### src/rtl/tevt_pkg.sv
package tevt_pkg;

    typedef struct packed {
        logic crit;
        logic high;
        logic low;
    } trip_t;

    typedef struct packed {
        logic       shutdown;
        logic       int_mode;
        logic       crit_only;
        logic       pol_high;
        logic       out_en;
        logic [1:0] hyst;
    } evt_cfg_t;

    // Hysteresis amount in sample counts: 0, 1.5, 3, 6 degrees at 2^-fb scale.
    function automatic int unsigned hyst_counts(input logic [1:0] code, input int unsigned fb);
        int unsigned base;
        base = (32'd3 << fb) >> 1;
        case (code)
            2'd0:    return 0;
            2'd1:    return base;
            2'd2:    return base << 1;
            default: return base << 2;
        endcase
    endfunction

endpackage

### src/rtl/tevt_trip_eval.sv
module tevt_trip_eval
    import tevt_pkg::*;
#(
    parameter int TW = 13,
    parameter int FB = 4
) (
    input  logic          clk,
    input  logic          rst,
    input  logic          hold,
    input  logic          samp_valid,
    input  logic [TW-1:0] samp_temp,
    input  logic [TW-1:0] lim_high,
    input  logic [TW-1:0] lim_low,
    input  logic [TW-1:0] lim_crit,
    input  logic [1:0]    hyst_code,
    output trip_t         trip_d,
    output trip_t         trip_q
);
    localparam int EW = TW + 1;
    localparam int NUP = 2;

    logic [TW-1:0]        temp_q;
    logic [TW-1:0]        cur_temp;
    logic signed [EW-1:0] t_ext;
    logic signed [EW-1:0] lo_ext;
    logic signed [EW-1:0] hyst_amt;
    logic [NUP-1:0]       up_prev;
    logic [NUP-1:0]       up_next;

    assign cur_temp = samp_valid ? samp_temp : temp_q;
    assign t_ext    = $signed({cur_temp[TW-1], cur_temp});
    assign lo_ext   = $signed({lim_low[TW-1], lim_low});
    assign hyst_amt = $signed(EW'(hyst_counts(hyst_code, FB)));
    assign up_prev  = {trip_q.high, trip_q.crit};

    // Index 0: critical (inclusive compare), index 1: high alarm (strict compare)
    for (genvar g = 0; g < NUP; g++) begin : g_upper
        localparam bit INCL = (g == 0);
        logic [TW-1:0]        lim_raw;
        logic signed [EW-1:0] lim_ext;
        logic signed [EW-1:0] rel_ext;
        logic                 set_hit;
        logic                 keep_hit;

        assign lim_raw  = (g == 0) ? lim_crit : lim_high;
        assign lim_ext  = $signed({lim_raw[TW-1], lim_raw});
        assign rel_ext  = lim_ext - hyst_amt;
        assign set_hit  = INCL ? (t_ext >= lim_ext) : (t_ext > lim_ext);
        assign keep_hit = INCL ? (t_ext >= rel_ext) : (t_ext > rel_ext);
        assign up_next[g] = set_hit | (up_prev[g] & keep_hit);
    end

    always_comb begin
        trip_d.crit = up_next[0];
        trip_d.high = up_next[1];
        trip_d.low  = (t_ext < lo_ext);
    end

    always_ff @(posedge clk) begin
        if (rst) begin
            temp_q <= '0;
            trip_q <= '0;
        end else if (!hold) begin
            if (samp_valid) temp_q <= samp_temp;
            trip_q <= trip_d;
        end
    end

endmodule

### src/rtl/tevt_event_ctrl.sv
module tevt_event_ctrl
    import tevt_pkg::*;
(
    input  logic  clk,
    input  logic  rst,
    input  logic  hold,
    input  logic  int_mode,
    input  logic  crit_only,
    input  logic  clr,
    input  trip_t trip_d,
    input  trip_t trip_q,
    output logic  evt_q
);
    logic latch_q;
    logic latch_d;
    logic alarm_moved;
    logic evt_d;

    assign alarm_moved = (trip_d.high != trip_q.high) | (trip_d.low != trip_q.low);

    always_comb begin
        latch_d = latch_q;
        if (!int_mode || crit_only) begin
            latch_d = 1'b0;
        end else if (alarm_moved) begin
            latch_d = 1'b1;
        end else if (clr && !trip_d.crit) begin
            latch_d = 1'b0;
        end
    end

    always_comb begin
        if (crit_only)     evt_d = trip_d.crit;
        else if (int_mode) evt_d = trip_d.crit | latch_d;
        else               evt_d = trip_d.crit | trip_d.high | trip_d.low;
    end

    always_ff @(posedge clk) begin
        if (rst) begin
            latch_q <= 1'b0;
            evt_q   <= 1'b0;
        end else if (!hold) begin
            latch_q <= latch_d;
            evt_q   <= evt_d;
        end
    end

endmodule

### src/rtl/tevt_pad_drv.sv
module tevt_pad_drv (
    input  logic evt_q,
    input  logic out_en,
    input  logic pol_high,
    output logic status,
    output logic pull_low
);
    logic active;

    assign active   = evt_q & out_en;
    assign status   = active;
    assign pull_low = pol_high ? ~active : active;

endmodule

### src/rtl/temp_event_cmp.sv
module temp_event_cmp
    import tevt_pkg::*;
#(
    parameter int TEMP_W = 13,
    parameter int FRAC_B = 4
) (
    input  logic              clk,
    input  logic              rst,
    input  logic              samp_valid,
    input  logic [TEMP_W-1:0] samp_temp,
    input  logic [TEMP_W-1:0] lim_high,
    input  logic [TEMP_W-1:0] lim_low,
    input  logic [TEMP_W-1:0] lim_crit,
    input  logic [1:0]        cfg_hyst,
    input  logic              cfg_shutdown,
    input  logic              cfg_int_mode,
    input  logic              cfg_crit_only,
    input  logic              cfg_pol_high,
    input  logic              cfg_out_en,
    input  logic              clr_event,
    output logic [2:0]        trip_flags,
    output logic              event_status,
    output logic              event_pull_low
);
    evt_cfg_t cfg;
    trip_t    trip_d;
    trip_t    trip_q;
    logic     evt_q;

    assign cfg = '{shutdown:  cfg_shutdown,
                   int_mode:  cfg_int_mode,
                   crit_only: cfg_crit_only,
                   pol_high:  cfg_pol_high,
                   out_en:    cfg_out_en,
                   hyst:      cfg_hyst};

    tevt_trip_eval #(.TW(TEMP_W), .FB(FRAC_B)) u_trip (
        .clk        (clk),
        .rst        (rst),
        .hold       (cfg.shutdown),
        .samp_valid (samp_valid),
        .samp_temp  (samp_temp),
        .lim_high   (lim_high),
        .lim_low    (lim_low),
        .lim_crit   (lim_crit),
        .hyst_code  (cfg.hyst),
        .trip_d     (trip_d),
        .trip_q     (trip_q)
    );

    tevt_event_ctrl u_evt (
        .clk       (clk),
        .rst       (rst),
        .hold      (cfg.shutdown),
        .int_mode  (cfg.int_mode),
        .crit_only (cfg.crit_only),
        .clr       (clr_event),
        .trip_d    (trip_d),
        .trip_q    (trip_q),
        .evt_q     (evt_q)
    );

    tevt_pad_drv u_pad (
        .evt_q    (evt_q),
        .out_en   (cfg.out_en),
        .pol_high (cfg.pol_high),
        .status   (event_status),
        .pull_low (event_pull_low)
    );

    assign trip_flags = trip_q;

endmodule

### config.mk
export PLATFORM = sky130hd
export DESIGN_NAME = temp_event_cmp
export DESIGN_NICKNAME = d
export VERILOG_FILES = /design/src/rtl/tevt_pkg.sv /design/src/rtl/tevt_trip_eval.sv /design/src/rtl/tevt_event_ctrl.sv /design/src/rtl/tevt_pad_drv.sv /design/src/rtl/temp_event_cmp.sv
export SDC_FILE = /design/constraint.sdc
export NUM_CORES = 1
export LEC_CHECK = 0
export BUFFER_PORTS_ARGS = -buffer_cell sky130_fd_sc_hd__buf_2
export CAP_MARGIN = 40
export CORE_UTILIZATION = 34
export CTS_CLUSTER_SIZE = 12
export DETAILED_ROUTE_END_ITERATION = 12
export PLACE_DENSITY = 0.57
export SLEW_MARGIN = 20
export SYNTH_ARGS = -nofsm -noshare
export SYNTH_HDL_FRONTEND = slang
export SYNTH_SLANG_ARGS = --single-unit
### constraint.sdc
create_clock -name clk -period 6.81 [get_ports clk]
set_input_delay 1.0215 -clock clk [delete_from_list [all_inputs] [get_ports clk]]
set_output_delay 1.0215 -clock clk [all_outputs]
set_load 0.03 [all_outputs]
==> out/results.txt <==
CP peak stage delay: 540 ps
CP Class: input port to flop
Core footprint: 8720 sq um
VDD IR max: 0.0662 mV
Sequential cell area fraction in the yosys report: 11.8%
Final Cycle Share: 72.3%
Crit path max fanout: 4
Most frequent cells in the layout: 69 x ha_1, 67 x buf_2, 48 x inv_1, 32 x nor2_1, 26 x a21oi_1
Endpoints failing hold: 0
# diodes: 0
MaxCap Viol Count: 0
Count of pins over their slew limit: 0
CTS hold repair buffers: 0
Synth Instances: 385
TritonCTS clock tree: built
Reg-to-Reg Start: u_trip.temp_q[12]
Clock transition at path regs: 80 ps
Layout cells sized above 1: 21.8%
Sw Share: 41.5%
Resized Gates After CTS: 0
Comb power frac: 56.2%
H-tree depth: 1
Antenna violations before repair: 0
Final net count: 584
Async S/R FF share, synth: 0%
Hold WS: 496 ps
Critical path data arrival time: 5110 ps
Critical path's slowest cell: a2111oi_2
P_int: 282 uW
Crit path launch: cfg_hyst[0]
Placer Congestion: 0.848
Min Tclk post-route: 4930 ps
Hold path startpoint: u_trip.temp_q[0]
Clock tree sinks: 18
Hold crit path type: flop to flop
Clk buf depth: 2
Detailed Routing Iterations Pass 1: 4
Die Ht: 96.8 um
Power Density: 136 nW/um^2
Die area: 9360 sq um
Antenna-violating nets left: 0
Die Wd: 96.8 um
Syn_area_per_cell: 7.93 sq um
Port-buffer cells: 67
CP endpoint kind: flop
Number of setup buffers added after CTS: 0
Vias per cell: 5.31
Syn_nets: 519
Clock share of power: 19.0%
Net load switching power: 200 uW
Final setup fails: 0
Fillers: 917
F_max: 203 MHz
Required time of the critical path: 7000 ps
P_leak: 0.00175 uW
RSZ-0062 raised after global routing: no
Vias: 2955
Syn. warnings: 0
Hpwl dp: 6930 um
Global route overflow: 0
EDFF count, synth: 0
Startpoint types: input port
TNS Setup: 0 ps
# DRC: 0
Total Routing Usage GR: 17.7%
Slew headroom: 54.7%
Post-Syn Area: 3050 sq um
Power share of the sequential group: 24.8%
DRT iter0 DRCs: 87
I/O pin count: 68
Worst skew pair latency: 260 ps
Most common cell after layout, fill and taps aside: ha_1
#FFs+latches synth: 18
Synth Flop Type: dfxtp_1
Status: complete, no violations
Row count: 34
Initial core utilization: 35.0%
Syn-to-layout area delta: 16.4%
Pin count of the biggest net entering global routing: 36
CTS Buf Count: 3
First-pass GRT wire length: 13500 um
Library cells used by synthesis: 57
Wirelength, routed: 8420 um
Worst Tran Pin Value: 673 ps
Vias in the first global route: 2748
Layout Skew: 4.79 ps
Crit-path cells: buf_2 > inv_1 > ha_1 > fa_1 > maj3_1 > a2111oi_2 > nand2_1 > xnor2_1 > ha_1 > and4_2 > a221oi_1 > nand2_1 > a2111oi_4 > and3b_1 > a211oi_2
WL per Instance: 15.1 um
Root Buffer: clkbuf_8
area by class of cell:
class | instances | area (sq um) | area share (%)
multi-input cells | 312 | 2490 | 70.0
flip-flops and latches | 18 | 360 | 10.1
repair buffers | 67 | 335 | 9.44
inverters | 48 | 180 | 5.07
well taps | 108 | 135 | 3.80
clock buffers | 4 | 55.1 | 1.55
cell families after synthesis:
group	count (synthesis)	synth area share (%)
AOI/OAI and AO/OA	77	18.4
xor gates and xnor gates	19	5.45
adders and majority gates	72	29.9
buffers and inverters	55	6.76
DFF	18	11.8
muxes	14	5.08
and+or+nand+nor	130	22.5
path summary, 6_finish.rpt:
| check | to | slack, ps | cells after the start |
|---|---|---|---|
| worst max-delay path | u_evt.evt_q | 1880 | 15 |
| worst min-delay path | u_trip.temp_q[0] | 500 | 2 |
| worst max register to register | u_evt.evt_q | 4000 | 9 |
| worst min register to register | u_trip.temp_q[0] | 500 | 2 |
critical path: cells and delay by family:
family	cells	cell delay (ps)
AND/OR/NAND/NOR	4	800
XOR/XNOR	1	150
adder cells (fa/ha/maj)	4	1560
buffers and inverters	2	140
AO/OA/AOI/OAI	4	1420
sequential cells by signal (all words and copies together) (netlist names):
signal	flops
u_trip.temp_q	13
u_trip.trip_q	3
u_evt.latch_q	1
u_evt.evt_q	1
synth_stat cells, types with 4 or more instances:
master,count,area share [%]
clkbuf_1,5,0.61
mux2_2,12,4.4
xnor2_1,17,4.9
inv_1,48,5.9
ha_1,69,28
nand2b_1,4,0.82
a21oi_1,26,4.3
nor4_1,5,1.0
nand3_1,11,1.8
nand2_1,17,2.1
nand4_1,9,1.8
a211oi_1,6,1.5
dfxtp_1,18,12
nor3_1,17,2.8
o21ai_0,6,0.98
nor2b_1,18,3.7
nor2_1,32,3.9
routing by layer:
metal	wire length (um)	global-route usage, %	vias up
met1	4230	25.5	1338
met5	0	0	-
met3	387	1.52	13
li1	-	-	1518
met4	147	4.59	0
met2	3650	28.2	86
power groups by stage:
stage,Clock [uW],Combinational (uW),Sequential [uW]
final,91.7,271,119
after detailed placement,0,271,122
after global routing,96.5,307,121
after CTS,92.6,273,119
after floorplan,0,190,124
after global placement,0,263,122
through the flow:
stage / cells / setup slack, ps / power [uW] / util [%] / cell area, sq um
final: 557 / 1880 / 482 / 40.7 / 3550
after global routing: 557 / 1480 / 525 / 40.7 / 3550
after CTS: 557 / 1860 / 485 / 40.7 / 3550
after detailed placement: 553 / 1600 / 393 / 40.1 / 3500
after global placement: 553 / 1750 / 384 / 40.1 / 3500
after floorplan: 385 / 2100 / 314 / - / 3050
Power figures use the tool's default switching activity.
